### src/rtl/i2cw_pkg.sv
package i2cw_pkg;
  typedef enum logic [2:0] {
    ST_IDLE,
    ST_ADDR,
    ST_ADDR_ACK,
    ST_DATA,
    ST_DATA_ACK,
    ST_IGNORE
  } state_e;
endpackage

### src/rtl/i2cw_sync.sv
module i2cw_sync #(
  parameter int unsigned STAGES  = 2,
  parameter int unsigned WIDTH   = 2,
  parameter logic        RST_VAL = 1'b1
) (
  input  logic             clk_i,
  input  logic             rst_ni,
  input  logic [WIDTH-1:0] d_i,
  output logic [WIDTH-1:0] q_o
);
  logic [WIDTH-1:0] pipe_q [STAGES];

  for (genvar s = 0; s < STAGES; s++) begin : g_stage
    always_ff @(posedge clk_i or negedge rst_ni) begin
      if (!rst_ni) pipe_q[s] <= {WIDTH{RST_VAL}};
      else if (s == 0) pipe_q[s] <= d_i;
      else pipe_q[s] <= pipe_q[(s == 0) ? 0 : s-1];
    end
  end

  assign q_o = pipe_q[STAGES-1];
endmodule

### src/rtl/i2cw_line_events.sv
module i2cw_line_events (
  input  logic clk_i,
  input  logic rst_ni,
  input  logic scl_s_i,
  input  logic sda_s_i,
  output logic start_o,
  output logic stop_o,
  output logic scl_rise_o,
  output logic scl_fall_o
);
  logic scl_q, sda_q;

  always_ff @(posedge clk_i or negedge rst_ni) begin
    if (!rst_ni) begin
      scl_q <= 1'b1;
      sda_q <= 1'b1;
    end else begin
      scl_q <= scl_s_i;
      sda_q <= sda_s_i;
    end
  end

  // conditions require SCL high on both samples
  assign start_o    = scl_q & scl_s_i & sda_q & ~sda_s_i;
  assign stop_o     = scl_q & scl_s_i & ~sda_q & sda_s_i;
  assign scl_rise_o = ~scl_q & scl_s_i;
  assign scl_fall_o = scl_q & ~scl_s_i;
endmodule

### src/rtl/i2cw_shifter.sv
module i2cw_shifter #(
  parameter int unsigned WIDTH = 8
) (
  input  logic             clk_i,
  input  logic             rst_ni,
  input  logic             clear_i,
  input  logic             shift_i,
  input  logic             bit_i,
  output logic [WIDTH-1:0] data_o,
  output logic             full_o
);
  localparam int unsigned CntW = $clog2(WIDTH + 1);

  logic [CntW-1:0]  cnt_q;
  logic [WIDTH-1:0] data_q;

  assign full_o = (cnt_q == CntW'(WIDTH));
  assign data_o = data_q;

  always_ff @(posedge clk_i or negedge rst_ni) begin
    if (!rst_ni) begin
      cnt_q  <= '0;
      data_q <= '0;
    end else if (clear_i) begin
      cnt_q <= '0;
    end else if (shift_i && !full_o) begin
      cnt_q  <= cnt_q + 1'b1;
      data_q <= {data_q[WIDTH-2:0], bit_i};
    end
  end
endmodule

### src/rtl/i2c_wr_responder.sv
module i2c_wr_responder #(
  parameter logic [6:0]  OWN_ADDR    = 7'h51,
  parameter int unsigned SYNC_STAGES = 2
) (
  input  logic       clk_i,
  input  logic       rst_ni,
  input  logic       scl_i,
  input  logic       sda_i,
  input  logic       busy_i,
  output logic       sda_drive_o,
  output logic [7:0] rx_byte_o,
  output logic       rx_valid_o
);
  import i2cw_pkg::*;

  localparam int unsigned ByteW = 8;

  logic [1:0]       line_s;
  logic             start, stop, scl_rise, scl_fall;
  logic             sh_clear, sh_shift, sh_full;
  logic [ByteW-1:0] sh_data;
  logic             addr_hit, ack_state, ack_end;

  state_e           state_q;
  logic             ack_hi_q, drive_q, valid_q;
  logic [ByteW-1:0] byte_q;

  i2cw_sync #(.STAGES(SYNC_STAGES), .WIDTH(2), .RST_VAL(1'b1)) i_sync (
    .clk_i  (clk_i),
    .rst_ni (rst_ni),
    .d_i    ({scl_i, sda_i}),
    .q_o    (line_s)
  );

  i2cw_line_events i_events (
    .clk_i      (clk_i),
    .rst_ni     (rst_ni),
    .scl_s_i    (line_s[1]),
    .sda_s_i    (line_s[0]),
    .start_o    (start),
    .stop_o     (stop),
    .scl_rise_o (scl_rise),
    .scl_fall_o (scl_fall)
  );

  assign ack_state = (state_q == ST_ADDR_ACK) || (state_q == ST_DATA_ACK);
  assign ack_end   = ack_state && scl_fall && ack_hi_q;
  assign sh_clear  = (start && state_q != ST_IGNORE) || ack_end;
  assign sh_shift  = scl_rise && (state_q == ST_ADDR || state_q == ST_DATA);

  i2cw_shifter #(.WIDTH(ByteW)) i_shift (
    .clk_i   (clk_i),
    .rst_ni  (rst_ni),
    .clear_i (sh_clear),
    .shift_i (sh_shift),
    .bit_i   (line_s[0]),
    .data_o  (sh_data),
    .full_o  (sh_full)
  );

  // address match, write direction, not busy
  assign addr_hit = (sh_data[7:1] == OWN_ADDR) && !sh_data[0] && !busy_i;

  always_ff @(posedge clk_i or negedge rst_ni) begin
    if (!rst_ni) begin
      state_q  <= ST_IDLE;
      ack_hi_q <= 1'b0;
      drive_q  <= 1'b0;
      valid_q  <= 1'b0;
      byte_q   <= '0;
    end else begin
      valid_q <= 1'b0;
      if (stop) begin
        state_q <= ST_IDLE;
        drive_q <= 1'b0;
      end else if (start && state_q != ST_IGNORE) begin
        state_q <= ST_ADDR;
        drive_q <= 1'b0;
      end else begin
        unique case (state_q)
          ST_ADDR: if (scl_fall && sh_full) begin
            if (addr_hit) begin
              state_q  <= ST_ADDR_ACK;
              drive_q  <= 1'b1;
              ack_hi_q <= 1'b0;
            end else begin
              state_q <= ST_IGNORE;
            end
          end
          ST_DATA: if (scl_fall && sh_full) begin
            state_q  <= ST_DATA_ACK;
            drive_q  <= 1'b1;
            ack_hi_q <= 1'b0;
            byte_q   <= sh_data;
            valid_q  <= 1'b1;
          end
          ST_ADDR_ACK, ST_DATA_ACK: begin
            if (scl_rise) ack_hi_q <= 1'b1;
            else if (ack_end) begin
              drive_q <= 1'b0;
              state_q <= ST_DATA;
            end
          end
          default: ;
        endcase
      end
    end
  end

  assign sda_drive_o = drive_q;
  assign rx_byte_o   = byte_q;
  assign rx_valid_o  = valid_q;
endmodule

### config.mk
export PLATFORM = sky130hd
export DESIGN_NAME = i2c_wr_responder
export DESIGN_NICKNAME = d
export VERILOG_FILES = /design/src/rtl/i2cw_pkg.sv /design/src/rtl/i2cw_sync.sv /design/src/rtl/i2cw_line_events.sv /design/src/rtl/i2cw_shifter.sv /design/src/rtl/i2c_wr_responder.sv
export SDC_FILE = /design/constraint.sdc
export NUM_CORES = 1
export LEC_CHECK = 0
export ABC_AREA = 1
export ABC_CLOCK_PERIOD_IN_PS = 1700
export BUFFER_PORTS_ARGS = -buffer_cell sky130_fd_sc_hd__buf_2
export CELL_PAD_IN_SITES_DETAIL_PLACEMENT = 1
export CELL_PAD_IN_SITES_GLOBAL_PLACEMENT = 2
export CORE_ASPECT_RATIO = 1.1
export CORE_MARGIN = 5
export CORE_UTILIZATION = 35
export DETAILED_ROUTE_END_ITERATION = 8
export PLACE_DENSITY_LB_ADDON = 0.1
export SETUP_SLACK_MARGIN = 0.02
export SKIP_LAST_GASP = 1
export SLEW_MARGIN = 20
export SYNTH_ARGS = -nofsm -noshare
export SYNTH_HDL_FRONTEND = slang
export SYNTH_SLANG_ARGS = --single-unit
### constraint.sdc
create_clock -name clk_i -period 1.7 [get_ports clk_i]
set_clock_uncertainty 0.15 [all_clocks]
set_input_delay 0.085 -clock clk_i [delete_from_list [all_inputs] [get_ports clk_i]]
set_output_delay 0.085 -clock clk_i [all_outputs]
set_load 0.01 [all_outputs]
==> flow_summary.html <==
<table>
<tr><th>Metric</th><th>Value</th></tr>
<tr><th colspan="2">Logic synthesis</th></tr>
<tr><td>Post-synthesis sequential element count</td><td>32</td></tr>
<tr><td>Combinational family with the most area after synthesis</td><td>simple AND/OR/NAND/NOR gates</td></tr>
<tr><td>Mean post-synth cell area</td><td>8.84 um^2</td></tr>
<tr><td>Post-Synth Adder-Cell Area</td><td>0.0160</td></tr>
<tr><td>Netlist Area Pre-Place</td><td>0.00156 mm^2</td></tr>
<tr><td>Post-Syn Nets</td><td>184</td></tr>
<tr><td>Gate count after technology mapping</td><td>177</td></tr>
<tr><td>Mux cell area share after synthesis</td><td>0</td></tr>
<tr><td>Warnings from Yosys</td><td>0</td></tr>
<tr><td>Area share of and/or/nand/nor cells after synthesis</td><td>0.265</td></tr>
<tr><td>Synth area leader</td><td>sky130_fd_sc_hd__dfrtp_1</td></tr>
<tr><td>Cells taking the most area after synthesis</td><td>sky130_fd_sc_hd__dfrtp_1 (42%), sky130_fd_sc_hd__nand2_1 (12%), sky130_fd_sc_hd__dfstp_2 (10%), sky130_fd_sc_hd__o21ai_2 (9.5%), sky130_fd_sc_hd__nand3_1 (5.4%)</td></tr>
<tr><td>Xor/xnor share of the synthesized area</td><td>0.0112</td></tr>
<tr><td>Fraction of the yosys area taken by sequential cells</td><td>0.517</td></tr>
<tr><td>Share of the synthesized area in the top cell type</td><td>0.416</td></tr>
<tr><td>Count of unique library cells instantiated by Yosys</td><td>23</td></tr>
<tr><td>Compound-gate portion of the synthesized area</td><td>0.112</td></tr>
<tr><th colspan="2">Floorplan</th></tr>
<tr><td>Die width</td><td>73.7 um</td></tr>
<tr><td>Total die area</td><td>0.00591 mm^2</td></tr>
<tr><td>Initial core utilization</td><td>0.362</td></tr>
<tr><td>Number of rows created at floorplan</td><td>25</td></tr>
<tr><td>Chip Height</td><td>80.1 um</td></tr>
<tr><td>Floorplan Core Area</td><td>0.00432 mm^2</td></tr>
<tr><td>I/O pin count</td><td>15</td></tr>
<tr><th colspan="2">CTS</th></tr>
<tr><td>Max Buffers Root-to-Sink</td><td>2</td></tr>
<tr><td>Clock latency at the later pin of the worst-skew pair</td><td>280 ps</td></tr>
<tr><td>CTS Sinks</td><td>32</td></tr>
<tr><td>CTS tree</td><td>built</td></tr>
<tr><td>Master cell of the clock root buffer</td><td>sky130_fd_sc_hd__clkbuf_8</td></tr>
<tr><td>Depth of the CTS H-tree</td><td>2</td></tr>
<tr><td>Reg clk slew, reported paths</td><td>70 ps</td></tr>
<tr><td>CTS buffer count</td><td>5</td></tr>
<tr><th colspan="2">Layout</th></tr>
<tr><td>Design area</td><td>0.00191 mm^2</td></tr>
<tr><td>Fill cell count</td><td>541</td></tr>
<tr><td>Final Net Count</td><td>217</td></tr>
<tr><td>Share of post-route cells with drive strength above 1</td><td>0.355</td></tr>
<tr><td>Count of inserted antenna diode cells</td><td>0</td></tr>
<tr><td>P&amp;R area growth vs syn</td><td>22.2%</td></tr>
<tr><th colspan="2">Min path</th></tr>
<tr><td>Hold Crit Endpoint</td><td>state_q[2]$_DFFE_PN0P_</td></tr>
<tr><td>Worst hold path type</td><td>input pin to flop</td></tr>
<tr><td>Count of cells along the worst hold path</td><td>7</td></tr>
<tr><td>Origin of the worst min-delay path</td><td>busy_i</td></tr>
<tr><th colspan="2">Routing</th></tr>
<tr><td>DRT iter0 DRCs</td><td>41</td></tr>
<tr><td>Remaining routing DRC violations</td><td>0</td></tr>
<tr><td>Via count normalized by instance count</td><td>4.67</td></tr>
<tr><td>Total wirelength of the detailed-routed design</td><td>3.56 mm</td></tr>
<tr><td>Via count</td><td>1,238</td></tr>
<tr><td>DR pass1 iterations</td><td>4</td></tr>
<tr><td>Routed wirelength normalized by instance count</td><td>13.4 um</td></tr>
<tr><td>Remaining antenna violation count</td><td>0</td></tr>
<tr><th colspan="2">Global route</th></tr>
<tr><td>Most heavily used metal layer in global routing</td><td>met2</td></tr>
<tr><td>Number of antenna violations at the first check in global routing</td><td>0</td></tr>
<tr><td>GRT overflow</td><td>0</td></tr>
<tr><td>Met3 routing resource usage after global routing</td><td>0.0363</td></tr>
<tr><td>Met1 demand-to-capacity share in global routing</td><td>0.173</td></tr>
<tr><td>GRT Util Overall</td><td>0.142</td></tr>
<tr><td>Global-route wire length before repair</td><td>6.45 mm</td></tr>
<tr><td>Via count of the first global-routing pass</td><td>1,402</td></tr>
<tr><td>Largest net degree at the start of global routing</td><td>33</td></tr>
<tr><td>GR met2 Demand/Resource</td><td>0.244</td></tr>
<tr><th colspan="2">STA</th></tr>
<tr><td>Post-route fraction of the period consumed by the critical path</td><td>0.940</td></tr>
<tr><td>Number of failing hold endpoints at the final stage</td><td>0</td></tr>
<tr><td>Slew at the pin closest to its max-slew limit</td><td>430 ps</td></tr>
<tr><td>Maximum frequency from static timing analysis</td><td>626 MHz</td></tr>
<tr><td>Number of slew-limit violations in the final report</td><td>0</td></tr>
<tr><td>Slew HR</td><td>0.714</td></tr>
<tr><td>Post-Route Hold Slack</td><td>160 ps</td></tr>
<tr><td>Minimum clock period</td><td>1600 ps</td></tr>
<tr><td>RSZ-0062 raised after global routing</td><td>true</td></tr>
<tr><td>Setup-failing EPs final</td><td>0</td></tr>
<tr><th colspan="2">Worst setup path</th></tr>
<tr><td>Arr. time, crit path</td><td>1600 ps</td></tr>
<tr><td>Setup crit end kind</td><td>flop</td></tr>
<tr><td>Internal reg-to-reg setup slack</td><td>100 ps</td></tr>
<tr><td>Worst R2R Start</td><td>i_events.scl_q$_DFF_PN1_</td></tr>
<tr><td>Reg2Reg Capture Point</td><td>i_shift.cnt_q[3]$_DFFE_PN0P_</td></tr>
<tr><td>Reg2reg path depth</td><td>8</td></tr>
<tr><td>CP Data Required Time</td><td>1710 ps</td></tr>
<tr><td>Critical path launch point type</td><td>flop</td></tr>
<tr><td>Class of the most critical setup path</td><td>flop to flop</td></tr>
<tr><td>Critical Path Fanout Max</td><td>5</td></tr>
<tr><th colspan="2">Power</th></tr>
<tr><td>Pleak</td><td>0.962 nW</td></tr>
<tr><td>Worst IR Drop VDD</td><td>597 uV</td></tr>
<tr><td>Pwr per Cell Area</td><td>1320 mW/mm^2</td></tr>
<tr><th colspan="2">Placed design</th></tr>
<tr><td>Placer congestion estimate</td><td>0.764</td></tr>
<tr><td>Placed inst area</td><td>0.00172 mm^2</td></tr>
<tr><td>Detailed-placement wirelength estimate</td><td>2.62 mm</td></tr>
<tr><td>Count of port buffers added during placement</td><td>14</td></tr>
<tr><th colspan="2">Run status</th></tr>
<tr><td>Result of the run</td><td>completed</td></tr>
<tr><th colspan="2">Flow run</th></tr>
<tr><td>Total of max-cap violations</td><td>0</td></tr>
</table>
sequential cells by signal, indices dropped and copies added, names as in the netlist:
register / cells
i_sync.q_o: 2
i_sync.pipe_q: 2
state_q: 3
i_events.sda_q: 1
i_shift.cnt_q: 4
i_shift.data_o: 8
ack_hi_q: 1
i_events.scl_q: 1
rx_byte_o: 8
rx_valid_o: 1
sda_drive_o: 1
final cells by class:
type / count / area [um^2] / area share
repair buffers: 29 / 194 / 0.101
flip-flops and latches: 32 / 808 / 0.423
well taps: 54 / 67.6 / 0.0353
clock buffers: 8 / 100 / 0.0524
inverters: 24 / 90.1 / 0.0471
multi-input cells: 118 / 652 / 0.341
critical path: stages (launching register included):
cell and delay [ps]:
sky130_fd_sc_hd__dfstp_2 540, sky130_fd_sc_hd__inv_1 60, sky130_fd_sc_hd__nor2_2 120, sky130_fd_sc_hd__nand2_1 100, sky130_fd_sc_hd__inv_1 60, sky130_fd_sc_hd__nand2_1 90
sky130_fd_sc_hd__and3_2 230, sky130_fd_sc_hd__nand2_1 60, sky130_fd_sc_hd__o21ai_0 70
Yosys cell counts:
cell type and count:
sky130_fd_sc_hd__xor2_1 2, sky130_fd_sc_hd__nand3b_1 1, sky130_fd_sc_hd__nor3_1 1, sky130_fd_sc_hd__nand2_1 48
sky130_fd_sc_hd__buf_6 3, sky130_fd_sc_hd__o21ai_0 2, sky130_fd_sc_hd__nand4_1 1, sky130_fd_sc_hd__inv_2 3
sky130_fd_sc_hd__ha_1 2, sky130_fd_sc_hd__nor2_1 12, sky130_fd_sc_hd__dfstp_2 6, sky130_fd_sc_hd__nand2_2 6
sky130_fd_sc_hd__and3_2 1, sky130_fd_sc_hd__a21oi_1 1, sky130_fd_sc_hd__dfrtp_1 26, sky130_fd_sc_hd__o21ai_2 17
sky130_fd_sc_hd__nor2_4 1, sky130_fd_sc_hd__o21ai_1 1, sky130_fd_sc_hd__inv_1 21, sky130_fd_sc_hd__a31oi_1 1
sky130_fd_sc_hd__nand3_1 17, sky130_fd_sc_hd__nand3_2 1, sky130_fd_sc_hd__nor2_2 3
logic make-up (layout without fill, tap and decap cells):
kind of cell | after synthesis | after routing
simple gates | 92 | 92
flops | 32 | 32
buf+inv | 27 | 61
compound gates | 22 | 22
fa+ha+maj | 2 | 2
xor+xnor | 2 | 2
stage by stage:
| step | utilization | power (W) | worst slack [ps] | std cells | TNS, ps |
|---|---|---|---|---|---|
| 2_1_floorplan | - | 0.00160 | 217 | 177 | 0 |
| 3_3_place_gp | 0.399 | 0.00183 | 72.7 | 249 | 0 |
| 3_5_place_dp | 0.399 | 0.00188 | 29.6 | 249 | 0 |
| 4_1_cts | 0.430 | 0.00254 | 41.5 | 260 | 0 |
| 5_1_grt | 0.443 | 0.00275 | -10.7 | 265 | -10.7 |
| 6_report | 0.443 | 0.00252 | 102 | 265 | 0 |
report_power, final:
part	leakage [nW]	switching, W	internal, W
combinational	0.499	0.000514	0.000312
clock	0.0515	0.000273	0.000369
sequential	0.412	0.000128	0.000921
total	0.962	0.000915	0.00160
per-layer routing:
| metal | routed length, um | vias to the layer above |
|---|---|---|
| li1 | - | 617 |
| met1 | 1580 | 604 |
| met2 | 1860 | 15 |
| met3 | 103 | 2 |
| met4 | 19 | 0 |
| met5 | 0 | - |
cells in the final DEF, fill, tap and decap left out:
cell / instances
sky130_fd_sc_hd__nor3_1: 1
sky130_fd_sc_hd__a31oi_1: 1
sky130_fd_sc_hd__a21oi_1: 1
sky130_fd_sc_hd__nand3_1: 17
sky130_fd_sc_hd__buf_2: 14
sky130_fd_sc_hd__nand3b_1: 1
sky130_fd_sc_hd__inv_2: 3
sky130_fd_sc_hd__dfrtp_1: 26
sky130_fd_sc_hd__o21ai_2: 17
sky130_fd_sc_hd__nand3_2: 1
sky130_fd_sc_hd__inv_1: 21
sky130_fd_sc_hd__nor2_2: 6
sky130_fd_sc_hd__xor2_1: 2
sky130_fd_sc_hd__clkbuf_1: 1
sky130_fd_sc_hd__nand2_1: 48
sky130_fd_sc_hd__o21ai_1: 2
sky130_fd_sc_hd__buf_6: 1
sky130_fd_sc_hd__nand2_2: 5
sky130_fd_sc_hd__o21ai_0: 1
sky130_fd_sc_hd__buf_4: 11
sky130_fd_sc_hd__ha_1: 2
sky130_fd_sc_hd__nand4_1: 1
sky130_fd_sc_hd__dlygate4sd3_1: 3
sky130_fd_sc_hd__dfstp_2: 6
sky130_fd_sc_hd__nor2_1: 8
sky130_fd_sc_hd__nor2_4: 2
sky130_fd_sc_hd__clkbuf_8: 7
sky130_fd_sc_hd__and3_2: 1
sky130_fd_sc_hd__nand2_4: 1
timing repair:
action,CTS,global route
hold buffers,3,0
setup endpoints to repair,1,16
endpoints found under the hold margin,28,0
pin swaps,0,3
resized for setup,1,7
setup buffers,0,5
worst max-delay path by stage:
stage | startpoint | endpoint | slack, ps | cells past startpoint
4_1_cts | i_events.scl_q$_DFF_PN1_ | i_shift.cnt_q[3]$_DFFE_PN0P_ | 40 | 8
3_3_place_gp | i_events.scl_q$_DFF_PN1_ | i_shift.cnt_q[3]$_DFFE_PN0P_ | 70 | 8
2_1_floorplan | i_events.scl_q$_DFF_PN1_ | i_shift.cnt_q[3]$_DFFE_PN0P_ | 220 | 8
6_report | i_events.scl_q$_DFF_PN1_ | i_shift.cnt_q[3]$_DFFE_PN0P_ | 100 | 8
5_1_grt | i_events.scl_q$_DFF_PN1_ | i_shift.cnt_q[3]$_DFFE_PN0P_ | -10 | 8
3_5_place_dp | i_shift.cnt_q[0]$_DFFE_PN0P_ | rx_byte_o[7]$_DFFE_PN0P_ | 30 | 8
Power figures use the tool's default switching activity.
